<file path="src/rtl/wdog_pkg.sv">
package wdog_pkg;
  localparam int CNT_W   = 23;
  localparam int PS_W    = 5;
  localparam int PS_BASE = 5;
  localparam int PS_TOP  = 18;
  localparam int PS_RST  = 11;

  typedef enum logic [1:0] {
    WD_OFF     = 2'b00,
    WD_SOFT    = 2'b01,
    WD_NOSLEEP = 2'b10,
    WD_ON      = 2'b11
  } wd_mode_e;

  // Last count value before time-out: 2^(PS_BASE+ps) - 1, reserved codes saturate.
  function automatic logic [CNT_W-1:0] last_count(input logic [PS_W-1:0] ps);
    int eff;
    logic [CNT_W:0] one;
    logic [CNT_W:0] span;
    eff  = (int'(ps) > PS_TOP) ? PS_TOP : int'(ps);
    one  = {{CNT_W{1'b0}}, 1'b1};
    span = (one << (PS_BASE + eff)) - one;
    return span[CNT_W-1:0];
  endfunction

  function automatic logic run_allowed(input wd_mode_e m, input logic sw, input logic slp);
    logic ok;
    case (m)
      WD_ON:      ok = 1'b1;
      WD_NOSLEEP: ok = ~slp;
      WD_SOFT:    ok = sw;
      default:    ok = 1'b0;
    endcase
    return ok;
  endfunction
endpackage

</file>
<file path="src/rtl/wdog_gate.sv">
module wdog_gate
  import wdog_pkg::*;
(
  input  logic       clk,
  input  logic       rst_n,
  input  logic [1:0] cfg_mode,
  input  logic       sw_en,
  input  logic       clr_cmd,
  input  logic       sleep_enter,
  input  logic       sleep_exit,
  input  logic       wake_evt,
  input  logic       osc_fail,
  input  logic       ost_run,
  output logic       asleep,
  output logic       run_en,
  output logic       cnt_clr
);
  logic asleep_q;

  always_ff @(posedge clk or negedge rst_n) begin
    if (!rst_n)                       asleep_q <= 1'b0;
    else if (sleep_exit || wake_evt)  asleep_q <= 1'b0;
    else if (sleep_enter)             asleep_q <= 1'b1;
  end

  assign asleep  = asleep_q;
  assign run_en  = run_allowed(wd_mode_e'(cfg_mode), sw_en, asleep_q);
  assign cnt_clr = clr_cmd | osc_fail | sleep_enter | sleep_exit | ost_run | ~run_en;

  // entry without a simultaneous exit leaves the block asleep
  a_r8_enter_sleeps: assert property (@(posedge clk) disable iff (!rst_n)
    (sleep_enter && !sleep_exit && !wake_evt) |=> asleep);
  // a wake event always leaves the block awake
  a_r7_wake_awake: assert property (@(posedge clk) disable iff (!rst_n)
    wake_evt |=> !asleep);
endmodule

</file>
<file path="src/rtl/wdog_count.sv">
module wdog_count
  import wdog_pkg::*;
#(
  parameter int CW  = CNT_W,
  parameter int PW  = PS_W
)(
  input  logic          clk,
  input  logic          rst_n,
  input  logic          lf_tick,
  input  logic          cnt_clr,
  input  logic          ps_load,
  input  logic [PW-1:0] ps_sel,
  output logic          tmo_evt
);
  logic [PW-1:0] ps_q;
  logic [CW-1:0] cnt_q;
  logic [CW-1:0] cnt_last;

  always_ff @(posedge clk or negedge rst_n) begin
    if (!rst_n)       ps_q <= PW'(PS_RST);
    else if (ps_load) ps_q <= ps_sel;
  end

  assign cnt_last = last_count(ps_q);
  assign tmo_evt  = lf_tick & ~cnt_clr & (cnt_q >= cnt_last);

  always_ff @(posedge clk or negedge rst_n) begin
    if (!rst_n)       cnt_q <= '0;
    else if (cnt_clr) cnt_q <= '0;
    else if (lf_tick) cnt_q <= tmo_evt ? '0 : cnt_q + 1'b1;
  end

  // any clear leaves the count at zero
  a_r4_clear_zero: assert property (@(posedge clk) disable iff (!rst_n)
    cnt_clr |=> (cnt_q == '0));
  // without a tick the count does not move
  a_r2_hold_no_tick: assert property (@(posedge clk) disable iff (!rst_n)
    (!lf_tick && !cnt_clr) |=> $stable(cnt_q));
  // time-out never fires while the start-up timer runs
  a_r5_no_tmo_clr: assert property (@(posedge clk) disable iff (!rst_n)
    cnt_clr |-> !tmo_evt);
endmodule

</file>
<file path="src/rtl/wdog_flags.sv">
module wdog_flags (
  input  logic clk,
  input  logic rst_n,
  input  logic tmo_evt,
  input  logic asleep,
  input  logic sleep_enter,
  output logic rst_req,
  output logic wake_req,
  output logic to_flag,
  output logic pd_flag
);
  always_ff @(posedge clk or negedge rst_n) begin
    if (!rst_n) begin
      rst_req  <= 1'b0;
      wake_req <= 1'b0;
      to_flag  <= 1'b1;
      pd_flag  <= 1'b1;
    end else begin
      rst_req  <= tmo_evt & ~asleep;
      wake_req <= tmo_evt & asleep;
      if (tmo_evt)     to_flag <= 1'b0;
      if (sleep_enter) pd_flag <= 1'b0;
    end
  end

  // reset request is a single-cycle pulse
  a_r6_one_cycle: assert property (@(posedge clk) disable iff (!rst_n)
    rst_req |=> !rst_req);
  // wake and reset never together
  a_r7_exclusive: assert property (@(posedge clk) disable iff (!rst_n)
    !(rst_req && wake_req));
  // a request always comes with a cleared time-out flag
  a_r6_to_cleared: assert property (@(posedge clk) disable iff (!rst_n)
    (rst_req || wake_req) |-> !to_flag);
  // power-down flag only falls after sleep entry
  a_r8_pd_cause: assert property (@(posedge clk) disable iff (!rst_n)
    $fell(pd_flag) |-> $past(sleep_enter));
  // flags never rise outside power-on reset
  a_r8_no_rise: assert property (@(posedge clk) disable iff (!rst_n)
    !$rose(to_flag) && !$rose(pd_flag));
endmodule

</file>
<file path="src/rtl/wdog_sleep.sv">
module wdog_sleep
  import wdog_pkg::*;
(
  input  logic            clk,
  input  logic            rst_n,
  input  logic            lf_tick,
  input  logic [1:0]      cfg_mode,
  input  logic            sw_en,
  input  logic            ps_load,
  input  logic [PS_W-1:0] ps_sel,
  input  logic            clr_cmd,
  input  logic            sleep_enter,
  input  logic            sleep_exit,
  input  logic            osc_fail,
  input  logic            ost_run,
  output logic            rst_req,
  output logic            wake_req,
  output logic            to_flag,
  output logic            pd_flag,
  output logic            asleep
);
  logic run_en;
  logic cnt_clr;
  logic tmo_evt;
  logic wake_evt;

  assign wake_evt = tmo_evt & asleep;

  wdog_gate u_gate (
    .clk(clk), .rst_n(rst_n), .cfg_mode(cfg_mode), .sw_en(sw_en),
    .clr_cmd(clr_cmd), .sleep_enter(sleep_enter), .sleep_exit(sleep_exit),
    .wake_evt(wake_evt), .osc_fail(osc_fail), .ost_run(ost_run),
    .asleep(asleep), .run_en(run_en), .cnt_clr(cnt_clr)
  );

  wdog_count #(.CW(CNT_W), .PW(PS_W)) u_count (
    .clk(clk), .rst_n(rst_n), .lf_tick(lf_tick), .cnt_clr(cnt_clr),
    .ps_load(ps_load), .ps_sel(ps_sel), .tmo_evt(tmo_evt)
  );

  wdog_flags u_flags (
    .clk(clk), .rst_n(rst_n), .tmo_evt(tmo_evt), .asleep(asleep),
    .sleep_enter(sleep_enter), .rst_req(rst_req), .wake_req(wake_req),
    .to_flag(to_flag), .pd_flag(pd_flag)
  );

  // a disabled watchdog raises no time-out
  a_r3_off_silent: assert property (@(posedge clk) disable iff (!rst_n)
    !run_en |-> !tmo_evt);
endmodule

</file>
<file path="config.mk">
export PLATFORM = sky130hd
export DESIGN_NAME = wdog_sleep
export DESIGN_NICKNAME = d
export VERILOG_FILES = /design/src/rtl/wdog_pkg.sv /design/src/rtl/wdog_gate.sv /design/src/rtl/wdog_count.sv /design/src/rtl/wdog_flags.sv /design/src/rtl/wdog_sleep.sv
export SDC_FILE = /design/constraint.sdc
export NUM_CORES = 1
export LEC_CHECK = 0
export CELL_PAD_IN_SITES_DETAIL_PLACEMENT = 2
export CELL_PAD_IN_SITES_GLOBAL_PLACEMENT = 2
export CORE_ASPECT_RATIO = 1.25
export CORE_MARGIN = 5
export CORE_UTILIZATION = 30
export DETAILED_ROUTE_END_ITERATION = 8
export DONT_BUFFER_PORTS = 1
export PLACE_DENSITY_LB_ADDON = 0.1
export SYNTH_ARGS = -nofsm -noshare
export SYNTH_HDL_FRONTEND = slang
export SYNTH_SLANG_ARGS = --single-unit
</file>
<file path="constraint.sdc">
create_clock -name clk -period 6.3 [get_ports clk]
set_clock_uncertainty 0.05 [all_clocks]
set_input_delay 1.89 -clock clk [delete_from_list [all_inputs] [get_ports clk]]
set_output_delay 1.89 -clock clk [all_outputs]
set_load 0.1 [all_outputs]
</file>
# Word level (Yosys, flattened, before mapping)
# Index checks and enable logic that the tools add are counted.
[totals]
ff_bits = 33
latchBits = 0
mem_bits_rw = 0
romBits = 0
input_bits = 17
wordCells = 38
memories = 0
[op_classes]
addsub = 3
mul = 0
div = 0
n_lt_le_gt_ge = 2
n_eq_ne = 3
n_shift = 1
mux = 7
n_bitwise = 12
reduce_logical = 3
[ops]
columns = ["op", "n"]
rows = [
  ["$mux W23", 3],
  ["$add A4 B32 Y32 const A", 1],
  ["$shl A1 B32 Y23 const A", 1],
  ["$add A23 B1 Y23 const B", 1],
  ["$ge A23 B23 Y1", 1],
  ["$sub A23 B1 Y23 const B", 1],
  ["$gt A5 B5 Y1 const B", 1],
  ["$mux W5", 1],
  ["$or A1 B1 Y1", 5],
  ["$and A1 B1 Y1", 4],
  ["$eq A2 B2 Y1 const B", 2],
  ["$reduce_bool A2 Y1", 2],
  ["$not A1 Y1", 3],
  ["$pmux W1 S3", 1],
  ["$eq A2 B1 Y1 const B", 1],
  ["$mux W1", 2],
  ["$logic_or A1 B1 Y1", 1],
]

# Logic depth before layout (Yosys ltp)
[depth]
ltp_word = 11
depth_mapped = 13

# Modules after synthesis
# From an unflattened synthesis, not the netlist that was laid out.
[hier_totals]
cells_unflattened = 314
area_unflattened_um2 = 2756.4
[modules_own_cells]
columns = ["mod", "instances", "cells_per_inst", "area_each_um2", "seq_area_each_um2"]
rows = [
  ["wdog_count", 1, 297, 2555.0, 704.4],
  ["wdog_flags", 1, 8, 131.4, 102.6],
  ["wdog_gate", 1, 8, 63.8, 25.0],
  ["wdog_sleep", 1, 1, 6.3, 0.0],
]

# Least setup slack after synthesis
# No wires, ideal clock.
[synth_timing]
path_kind = "input to register"
from = "in osc_fail"
to = "reg u_count.cnt_q[15]"
arrival_ps = 3446
path_slack_ps = 2738
path_stages = 7
path_buffers = 1
path_cell_list = "or4_1 > a211oi_1 > and2_1 > nand3_2 > buf_2 > o31ai_1 > o31a_1"
[synth_via]
elab_chain_len = 11
word_cells_on_any_way = 12
classes_between = "mux: 3; bitwise: 8; reduce/logical: 1"
[synth_lines]
columns = ["item", "line", "text"]
rows = [
  ["from (decl)", "wdog_sleep.sv:14", "input logic osc_fail,"],
  ["$or A1 B1 Y1 * (5 in series)", "wdog_gate.sv:28", "assign cnt_clr = clr_cmd | osc_fail | sleep_enter | sleep_exit | ost_run | ~run_en;"],
  ["$not A1 Y1", "wdog_count.sv:25", "assign tmo_evt = lf_tick & ~cnt_clr & (cnt_q >= cnt_last);"],
  ["$and A1 B1 Y1 (2 in series)", "wdog_count.sv:25", ""],
  ["$mux W23 (2 in series)", "wdog_count.sv:30", "else if (lf_tick) cnt_q <= tmo_evt ? '0 : cnt_q + 1'b1;"],
  ["$mux W23", "wdog_count.sv:29", "else if (cnt_clr) cnt_q <= '0;"],
  ["to (signal assigned)", "wdog_count.sv:30", ""],
  ["to (decl)", "wdog_count.sv:16", "logic [CW-1:0] cnt_q;"],
]
# Every way passes the cells marked *; elsewhere a longest branch is shown, timed or not. The select of a mux whose other input is x is not followed.
# A chain may end at the register's enable or synchronous reset.

# Worst setup path after layout
[layout_timing]
from = "in osc_fail"
to = "reg u_count.cnt_q[17]"
# The elaborated chain is that of the path after synthesis.

==> impl_metrics.toml <==
[synthesis]
synth_common_cells = "nand2_1, nor3_1, dfrtp_1, ha_1, nor2_1"
synth_area_um2 = 2510
synth_top_area_share_pct = 27.9
yosysWarnings = 0
synthMostInstantiatedCell = "nand2_1"
synth.largest_area_cell = "dfrtp_1"
synth_edf_count = 0
synthArstFlopShare_pct = 100
yosys-top-cells-area = "dfrtp_1, ha_1, a221o_1, nor3_1, dfstp_2"
ys_types = 46
synth-seq-cells = 33
ys_seq_area_share_pct = 33.1
ys.flop_type = "dfrtp_1"
syn_area_per_cell_um2 = 8.46
syn_inst = 297

[worst_setup_path]
critPathLaunchType = "input port"
crit_path_end_kind = "flop"
path_cells = "or4_1 -> a211oi_1 -> and2_1 -> nand3_2 -> nor2_2 -> a221o_1"
worstSetupPathType = "in -> reg"
reg2reg_setup_slack_ns = 2.04
r2r_start = "u_count.ps_q[2]$_DFFE_PN0P_"
crit_slowest_cell = "nor2_2"
rr_endpoint = "u_count.cnt_q[17]$_DFFE_PN0P_"
cp_max_fo = 24
cpPeakStageDelay_ns = 0.92
reg2reg_depth = 9
cp_data_required_time_ns = 6.47
cp.arrival_ns = 4.47

[placed_design]
place_congestion = 0.730
dp_slack_ns = 1.68
port_buffers = 0
dp_hpwl_um = 5670
place_area_um2 = 2590

[floorplanning]
die-area_um2 = 10300
start_util_pct = 30.7
die_y_um = 112
num_rows = 37
io-pin-count = 22
die_width_um = 91.9
core_area_um2 = 8190

[final_layout]
n_antenna_cell = 0
areaGrowthSynthToFinish_pct = 6.67
stdcell_area_um2 = 2680
drive_gt1_share_pct = 9.22
final_nets = 334
final.fill_count = 929

[min_path]
worstHoldEndpoint = "u_count.cnt_q[22]$_DFFE_PN0P_"
hold_path.class = "reg -> reg"
worstHoldPathCells = 1
worstHoldStart = "u_count.cnt_q[22]$_DFFE_PN0P_"

[timing]
maxSlewHeadroom_pct = 34.5
fin_crit_sh_pct = 68.3
fin_setup_tns_ns = 0
min_period_ns = 4.30
drv_slew = 0
hold_violations = 0
fin_ws_ns = 2.00
fmax_mhz = 233
rsz0062_at_grt = "false"
worst_slew_pin_slew_ns = 0.983
finalSetupViolations = 0

[clocking]
cts_buffers = 5
htreeDepth = 2
postCtsSetupRepairBufs = 0
cts-root-buf = "clkbuf_8"
clkLatencyLatePin_ns = 0.29
clk_pin_slew_worst_paths_ns = 0.07
clock_sinks = 33
cts_resized = 0
cts_tree = "built"
clk_path_buf_depth = 2
postCtsHoldBufs = 0

[job]
max_cap_viol_count = 0

[detailed_routing]
drt_iter0_drc = 91
postRouteAntennaNets = 0
wirelength_um = 7500
drcViolationCount = 0
viasPerCell = 5.89
routed-via-count = 2299
first_pass_iters = 4
avgRoutedWirePerCell_um = 19.2

[power]
p_leak_nw = 1.08
finalPower_mw = 0.452
powerDensity_nw_per_um2 = 169
vdd_drop_max_v = 0.0000789

[global_route]
grt_pass1_wl_um = 12500
grt_pass1_vias = 2417
grt_overflow_total = 0
grt_max_degree = 34
antenna_found_initial = 0
grt_util_all_layers_pct = 15.2

[status]
status = "finished clean"
## critical path: cells and delay by family
kind            cells  cell delay [ns]
compound gates      2             0.52
simple gates        4             2.05
## registers in the layout (all words and copies together) (netlist names)
name,flops
u_flags.pd_flag,1
u_count.cnt_q,23
u_flags.wake_req,1
u_flags.to_flag,1
u_gate.asleep,1
u_flags.rst_req,1
u_count.ps_q,5
## per-layer routing
layer  up-vias  global-route usage (%)  wire length (µm)
li1       1114                       -                 -
met1      1165                    19.1              3510
met2        13                    26.7              3770
met3         7                    2.88               128
met4         0                    3.87                92
met5         -                       0                 0
## cells by family (layout without fill, tap and decap cells)
logic type	Yosys count	after routing	synth area share, %
compound gates	76	76	21.6
xor+xnor	1	1	0.349
fa+ha+maj	25	25	12.5
buf+inv	22	16	3.78
flops	33	33	33.1
mux	5	5	2.24
other cells	2	4	0.299
simple gates	133	133	26.2
## report_power, final
| group | leakage [nW] | internal [mW] | total (mW) | switching, mW |
|---|---|---|---|---|
| logic | 0.595 | 0.0216 | 0.0487 | 0.0272 |
| registers | 0.437 | 0.217 | 0.234 | 0.0164 |
| clock network | 0.0455 | 0.0892 | 0.169 | 0.0801 |
| total | 1.08 | 0.328 | 0.452 | 0.124 |
## cell type report
type                    instances  area, µm²  area share, %
clock buffers                   8       90.1           3.36
inverters                       6       22.5          0.840
multi-input cells             244       1600           59.7
flip-flops and latches         33        832           31.0
well taps                      97        121           4.53
repair buffers                  2       15.0          0.560
## cells in the final DEF (no fill, tap or decap), types with 2 or more instances in the layout
master	synthesis	final
nand3_1	5	5
a221o_1	18	18
nor2b_1	3	3
o31ai_1	2	2
clkbuf_1	10	2
a22o_1	2	2
nand4_1	9	9
a31oi_1	3	3
nor2_1	25	24
a21oi_1	16	15
and2_1	4	4
ha_1	25	25
o21ai_0	16	16
inv_1	6	6
conb_1	2	4
dfstp_2	5	5
or2_2	5	5
nor3b_1	2	2
or3_1	3	3
o21a_1	3	3
mux2_2	5	5
o21ai_1	2	2
dfrtp_1	28	28
buf_4	2	2
nor3_1	32	32
nand2_1	33	33
or4_1	3	3
nor4_1	2	2
clkbuf_8	0	6
a211oi_1	4	4
nand2b_1	3	3
## worst max-delay path by stage
stage	startpoint	to	depth (start not counted)
after floorplan	osc_fail	u_count.cnt_q[15]$_DFFE_PN0P_	7
after global placement	osc_fail	u_count.cnt_q[20]$_DFFE_PN0P_	6
after detailed placement	osc_fail	u_count.cnt_q[17]$_DFFE_PN0P_	6
after CTS	u_count.ps_q[2]$_DFFE_PN0P_	u_count.cnt_q[17]$_DFFE_PN0P_	9
after global routing	u_count.ps_q[2]$_DFFE_PN0P_	u_count.cnt_q[2]$_DFFE_PN0P_	9
final	osc_fail	u_count.cnt_q[17]$_DFFE_PN0P_	6
## per-stage QoR
| stage | utilization (%) | std cells | hold WS, ns |
|---|---|---|---|
| final | 32.7 | 390 | 0.526 |
| after global placement | 31.6 | 382 | 0.501 |
| after floorplan | - | 299 | 0.471 |
| after CTS | 32.7 | 390 | 0.527 |
| after global routing | 32.7 | 390 | 0.549 |
| after detailed placement | 31.6 | 382 | 0.508 |
Power figures use the tool's default switching activity.
